--- src/rtl/txn_state_ctl.sv ---
module txn_state_ctl #(
  parameter int AW = 16,
  parameter int DW = 3
) (
  input  logic          clk,
  input  logic          rst_n,
  input  logic [2:0]    cmd_op,
  input  logic          cmd_rb_only,
  input  logic [AW-1:0] cmd_handler,
  input  logic          irq_take,
  input  logic          irq_return,
  input  logic          trk_conflict,
  input  logic          xlat_inval_hit,
  output logic          ckpt_capture,
  output logic          rollback,
  output logic          redirect,
  output logic          commit,
  output logic [AW-1:0] redirect_addr,
  output logic [2:0]    fail_cause,
  output logic [1:0]    mode,
  output logic [DW-1:0] depth,
  output logic          rb_only
);

  localparam logic [1:0] M_IDLE = 2'd0, M_ACT = 2'd1, M_SUSP = 2'd2;
  localparam logic [2:0] C_NONE = 3'd0, C_ABORT = 3'd1, C_GEN = 3'd2,
                         C_NEST = 3'd3, C_ILL = 3'd4;
  localparam logic [DW-1:0] DMAX = '1;
  localparam logic [DW-1:0] DONE = DW'(1);

  logic       pend_v;
  logic [2:0] pend_c;

  wire is_beg = cmd_op == 3'd1;
  wire is_end = cmd_op == 3'd2;
  wire is_abt = cmd_op == 3'd3;
  wire is_sus = cmd_op == 3'd4;
  wire is_res = cmd_op == 3'd5;
  wire trk_hit = !rb_only && (trk_conflict || xlat_inval_hit);

  logic [2:0] act_c, sus_c, fire_c;

  always_comb begin
    if (is_abt)                    act_c = C_ABORT;
    else if (trk_hit)              act_c = C_GEN;
    else if (is_beg && depth == DMAX) act_c = C_NEST;
    else                           act_c = C_NONE;

    if (is_abt)                    sus_c = C_ABORT;
    else if (trk_hit)              sus_c = C_GEN;
    else if (is_end || is_beg)     sus_c = C_ILL;
    else if (is_sus)               sus_c = C_NEST;
    else                           sus_c = C_NONE;

    fire_c = pend_v ? pend_c : sus_c;
  end

  always_ff @(posedge clk) begin
    if (!rst_n) begin
      mode <= M_IDLE;
      depth <= '0;
      rb_only <= 1'b0;
      redirect_addr <= '0;
      fail_cause <= C_NONE;
      pend_v <= 1'b0;
      pend_c <= C_NONE;
      ckpt_capture <= 1'b0;
      rollback <= 1'b0;
      redirect <= 1'b0;
      commit <= 1'b0;
    end else begin
      ckpt_capture <= 1'b0;
      rollback <= 1'b0;
      redirect <= 1'b0;
      commit <= 1'b0;
      case (mode)
        M_IDLE: if (is_beg) begin
          mode <= M_ACT;
          depth <= DONE;
          ckpt_capture <= 1'b1;
          redirect_addr <= cmd_handler;
          rb_only <= cmd_rb_only;
          fail_cause <= C_NONE;
          pend_v <= 1'b0;
        end
        M_ACT: begin
          if (act_c != C_NONE) begin
            rollback <= 1'b1;
            redirect <= 1'b1;
            mode <= M_IDLE;
            depth <= '0;
            rb_only <= 1'b0;
            fail_cause <= act_c;
          end else if (irq_take || is_sus) begin
            mode <= M_SUSP;
          end else if (is_beg) begin
            depth <= depth + DONE;
          end else if (is_end) begin
            if (depth == DONE) begin
              commit <= 1'b1;
              mode <= M_IDLE;
              depth <= '0;
              rb_only <= 1'b0;
            end else begin
              depth <= depth - DONE;
            end
          end
        end
        M_SUSP: begin
          if (is_res || irq_return) begin
            if (fire_c != C_NONE) begin
              rollback <= 1'b1;
              redirect <= 1'b1;
              mode <= M_IDLE;
              depth <= '0;
              rb_only <= 1'b0;
              fail_cause <= fire_c;
              pend_v <= 1'b0;
            end else begin
              mode <= M_ACT;
            end
          end else if (sus_c != C_NONE && !pend_v) begin
            pend_v <= 1'b1;
            pend_c <= sus_c;
          end
        end
        default: begin
          mode <= M_IDLE;
          depth <= '0;
        end
      endcase
    end
  end

endmodule

--- config.mk ---
export PLATFORM = sky130hd
export DESIGN_NAME = txn_state_ctl
export DESIGN_NICKNAME = d
export VERILOG_FILES = /design/src/rtl/txn_state_ctl.sv
export SDC_FILE = /design/constraint.sdc
export NUM_CORES = 1
export LEC_CHECK = 0
export ABC_AREA = 1
export ABC_CLOCK_PERIOD_IN_PS = 1910
export BUFFER_PORTS_ARGS = -buffer_cell sky130_fd_sc_hd__buf_2
export CAP_MARGIN = 20
export CORE_MARGIN = 5
export CORE_UTILIZATION = 48
export DETAILED_ROUTE_END_ITERATION = 6
export PLACE_DENSITY = 0.8
export SYNTH_ARGS = -nofsm -noshare
export SYNTH_HDL_FRONTEND = slang
export SYNTH_SLANG_ARGS = --single-unit
export TNS_END_PERCENT = 30
--- constraint.sdc ---
create_clock -name clk -period 1.91 [get_ports clk]
set_input_delay 0.4775 -clock clk [delete_from_list [all_inputs] [get_ports clk]]
set_output_delay 0.4775 -clock clk [all_outputs]
set_load 0.05 [all_outputs]
; Word level (Yosys, flattened, before mapping)
; Index checks and enable logic that the tools add are counted.
[word_totals]
register_bits = 32
inputBits = 26
output_inout_bits = 29
elab_cells = 113
[classes]
n_addsub = 2
n_eq_ne = 23
muxes = 50
bitwise = 4
n_reduce_logical = 24
[ops]
columns = op, n
row1 = 3-bit 2-to-1 mux, 16
row2 = 2-bit 2-to-1 mux, 11
row3 = "3-bit != test, second input constant", 6
row4 = 3-bit case mux with 3 select lines, 2
row5 = 1-bit 2-to-1 mux, 17
row6 = "4-bit != test, second input constant", 4
row7 = 5-bit AND reduction, 3
row8 = 3-bit nonzero test, 4
row9 = "3-bit == test, second input constant", 3
row10 = "2-bit != test, second input constant", 4
row11 = 8-bit AND reduction, 1
row12 = "3-bit by 1-bit == test with 1-bit output, second input constant", 2
row13 = "3-bit by 2-bit == test with 1-bit output, second input constant", 2
row14 = 2-bit case mux with 3 select lines, 1
row15 = 6-bit OR reduction, 1
row16 = 1-bit logical OR, 4
row17 = 1-bit NOT, 4
row18 = 1-bit case mux with 2 select lines, 2
row19 = 2-bit AND reduction, 2
row20 = 4-bit AND reduction, 1
row21 = "3-bit by 1-bit adder with 3-bit output, second input constant", 1
row22 = 1-bit logical AND, 3
row23 = 1-bit case mux with 3 select lines, 1
row24 = 3-bit AND reduction, 1
row25 = 6 further kinds, 7

; Logic depth before layout (Yosys ltp)
[depth]
word_depth = 10
mapped_depth = 11
ltp_nobuf = 11

; Least setup slack after synthesis
; Ideal clock, no wire load.
[synth_timing]
kind = register to register
start = register depth[0]
end = register depth[1]
setup_time_ns = 0.114
t_arrival_ns = 1.758
required_ns = 1.796
setup_slack_ns = 0.038
stages_incl_launch_ff = 9
path_buffers = 0
synth_period_minus_slack_ns = 1.872
cell_sequence = dfxtp_1 > ha_1 > ha_1 > nand4_1 > nand4_2 > a21oi_1 > nand3b_4 > a21oi_1 > nor2_1
[synth_between]
elab_chain_len = 8
word_cells_on_any_way = 18
cone_classes = 2 x add/sub / 4 x eq/ne / 9 x mux / 3 x reduce/logical
[synth_lines]
columns = item, line
row1 = start: declaration, 21  ; output logic [DW-1:0] depth,
row2 = start signal: assignment, 97  ; depth <= depth + DONE;
row3 = start signal: assignment, 105  ; depth <= depth - DONE;
row4 = "parallel branches: the longest is 8 deep, another holds 3-bit by 1-bit subtractor with 3-bit output", --
; Several ways; the timed one is not identified. The select of a mux whose other input is x is not followed.
; A chain may end at the register's enable or synchronous reset.

; Worst setup path after layout
[layout_timing]
start = register depth[1]
end = register depth[1]
; The elaborated chain is that of the path after synthesis.

==> flow_summary.rst <==
.. list-table::
   :header-rows: 1

   * - Metric
     - Value
   * - Status
     - complete, no violations
   * - Power per unit of standard cell area
     - 1219 mW/mm2
   * - Number of max-cap violations
     - 0
   * - Static power due to leakage
     - 1.104 nW
   * - CTS tree
     - done
   * - Mapped Avg Cell Area
     - 7.252 um2
   * - Critical path start-end classification
     - reg2reg
   * - DRC violation count after routing
     - 0
   * - Num rows
     - 21
   * - Shortest clock period the worst path allows after layout
     - 1.681 ns
   * - Slew margin rel.
     - 75.89%
   * - Count of buffers from port buffering
     - 54
   * - Library cell occupying the most area in the post-synthesis netlist
     - dfxtp_1
   * - Cells taking the most area after synthesis
     - dfxtp_1, nor2_1, nand2_1
   * - Syn Std Cell Area
     - 0.001704 mm2
   * - Setup violation total in the final timing report
     - 0
   * - Delay of the slowest cell on the worst path
     - ~0.35 ns
   * - Average detailed-routed wire length per instance
     - approximately 11 um
   * - DRT Pass-1 Iters
     - 4
   * - Resized Gates After CTS
     - 0
   * - Worst hold path startpoint
     - cmd_handler[7]
   * - Inserted Clock Buffers
     - 5
   * - Flop and latch count out of synthesis
     - 32
   * - Startpoint Class
     - flop
   * - Sequential share of the synthesized area
     - 37.59%
   * - Actual transition at the worst max-transition pin
     - 0.3617 ns
   * - Number of placed instances with taps included
     - 337
   * - Power spent charging and discharging nets
     - ~1.3 mW
   * - X dimension of the die
     - 69.59 um
   * - Placeable core area
     - 0.003390 mm2
   * - Synth unique cells
     - 32
   * - Switching share of power
     - 48.51%
   * - Maximum fanout encountered on the critical timing path
     - 6
   * - Critical R2R Launch
     - depth[1]
   * - Crit share post-route
     - 87.99%
   * - Sequential cell fraction of total power
     - 32.8%
   * - Post-detailed-placement half-perimeter wirelength
     - 3.044 mm
   * - Antenna violations before repair
     - 0
   * - Final number of hold-violating endpoints
     - 0
   * - Die Span Y
     - 69.59 um
   * - CP required
     - between 2 and 2.5 ns
   * - Clock transition at the registers of the reported paths
     - 0.12 ns
   * - Instance count of the mapped netlist
     - 235
   * - RR Endpoint
     - depth[1]
   * - Antenna cells
     - 0
   * - Total detailed-routing wirelength
     - 3.868 mm
   * - Setup Skew
     - 0.01063 ns
   * - Hold_ws
     - 0.3435 ns
   * - Post-synthesis net count
     - between 200 and 300
   * - Boundary pin count
     - 55
   * - Initial cell density of the core
     - a little over 50%
   * - Most instantiated library cell after synthesis
     - nor2_1
   * - Worst min-delay path class
     - in2reg
   * - Cell with the biggest individual delay on the critical path
     - dfxtp_1
   * - Hold Path Sink
     - redirect_addr[7]
   * - Total setup buffers inserted after CTS
     - 0
   * - Area post-placement
     - 0.002061 mm2
   * - Ratio of cells with drive above 1 in the final layout
     - between 20% and 30%
   * - Overflow after GRT
     - 0
   * - Footprint of the flip-flops and latches
     - 640.6 um2
   * - Die Footprint
     - 0.004842 mm2
   * - Arrival @ worst endpoint
     - 1.92 ns
   * - Number of global-route vias before repair
     - 1648
   * - Setup repair after global routing missed its margin
     - false
   * - GP Congestion
     - 0.8746
   * - Worst skew pair latency
     - 0.34 ns
   * - Antenna viol nets, final
     - 0
   * - Number of cells on the worst reg-to-reg path
     - 9
   * - Library cell used as clock root buffer
     - clkbuf_4
   * - Clock network fraction of total power
     - 15.8%
   * - IR Drop Worst-Case VDD
     - 0.6611 mV
   * - Setup slack of the critical path after layout
     - approximately 0.23 ns
   * - Setup slack of the most critical reg-to-reg path
     - 0.23 ns
   * - Post-layout power
     - 2.586 mW
   * - CTS Buffer Depth
     - 2
   * - Area used by multi-input combinational logic
     - slightly above 900 um2
   * - Fill cells
     - ~300
   * - Yosys Warn Count
     - 0
   * - Number of hold buffers added after CTS
     - 0
   * - Overall track demand over capacity in global routing
     - around 17%
   * - Total number of vias
     - 1659
   * - H-tree depth
     - 2
   * - Async SR Flop Fraction
     - 0%
   * - Logic pwr share
     - between 50% and 60%
   * - Count of non-filler cells in the finished layout
     - 345
   * - Post-Layout Inst Area
     - 0.002122 mm2
   * - Largest net degree at the start of global routing
     - 21
   * - Maximum operating frequency
     - 595.0 MHz
   * - Post-place setup slack
     - 0.08521 ns
   * - Crit path cell chain
     - ha_1, ha_1, nand4_1, nand4_2, a21oi_1, nand3b_4, nand2_1, nand2_1, nor2_1
   * - Count of clock tree sinks
     - 32
   * - Count of flip-flops with a built-in enable after synthesis
     - 0
   * - Average vias per placed instance
     - slightly below 5
   * - Most instantiated cells after synthesis
     - nor2_1, nand2_1, dfxtp_1
   * - Most instantiated flip-flop cell in the synthesis netlist
     - dfxtp_1
   * - Slew Viols, Final
     - 0
   * - Hold-critical path depth
     - 3
   * - Critical Path End Type
     - flop
   * - Core occupancy in the finished layout
     - 62.61%
   * - Summed negative setup slack over all endpoints
     - 0 ns
   * - P&R area growth vs syn
     - 24.52%
   * - Share of the synthesized area in the top cell type
     - 37.59%
   * - Cell-internal power
     - 1.331 mW
   * - Wire length of the first global-routing pass
     - between 6 and 7 mm
   * - Final net count
     - ~330
   * - First DRT Iteration DRCs
     - approximately 90
==> layer usage <==
layer	vias to the layer above	part of all wire [%]	global-route usage [%]
li1	880	-	-
met3	6	7.2	7.101
met2	49	47	29.56
met4	0	1.1	4.121
met5	-	0	0
met1	724	45	19.31
==> placed cells by master, fill, tap and decap left out, types with 3 or more instances in the layout <==
master,instances
o21ai_0,22
a21oi_1,12
inv_1,26
nand3_2,3
nand3_1,12
nor2_1,50
nand2_1,34
ha_1,8
nand2_2,3
buf_2,54
dfxtp_1,32
o21ai_2,3
buf_4,7
inv_2,3
clkbuf_4,5
==> worst max path at each step <==
| stage | from | to | cells after the start |
|---|---|---|---|
| global placement | xlat_inval_hit | depth[1] | 11 |
| detailed placement | xlat_inval_hit | depth[2] | 11 |
| CTS | depth[1] | depth[1] | 9 |
| global route | depth[1] | mode[0] | 9 |
| floorplan | depth[0] | depth[1] | 8 |
| finish | depth[1] | depth[1] | 9 |
==> registers in the layout, summed over array words and instances (netlist names) <==
name           cells
ckpt_capture       1
rb_only            1
fail_cause         3
pend_v             1
commit             1
depth              3
redirect           1
mode               2
pend_c             3
redirect_addr     16
==> cell type report <==
type | count | share of cell area, %
Inverter | 30 | 5.307
Sequential cell | 32 | 30.19
Clock inverter | 3 | 1.120
Multi-Input combinational cell | 168 | 43.69
Clock buffer | 5 | 1.769
Timing Repair Buffer | 61 | 15.21
Tap cell | 46 | 2.712
==> worst max-delay path: cells and delay by family, from the launching register on <==
| family | cells | cell delay [ns] |
|---|---|---|
| simple gates | 6 | 0.70 |
| fa+ha+maj | 2 | 0.37 |
| flops | 1 | 0.35 |
| compound gates | 1 | 0.17 |
==> cell families after synthesis <==
family | share of synthesized area, %
simple gates | 33.48
compound gates | 14.02
buf+inv | 8.002
flops | 37.59
fa+ha+maj | 5.874
xor+xnor | 1.028
==> power by group through the flow <==
stage	sequential [mW]	clock [mW]	combinational [mW]
3_5_place_dp	0.863	0	1.34
2_1_floorplan	1.22	0	0.677
5_1_grt	0.869	0.449	1.47
4_1_cts	0.850	0.418	1.34
3_3_place_gp	0.863	0	1.31
6_report	0.848	0.407	1.33
No activity file was read; power rests on OpenSTA's default activity.
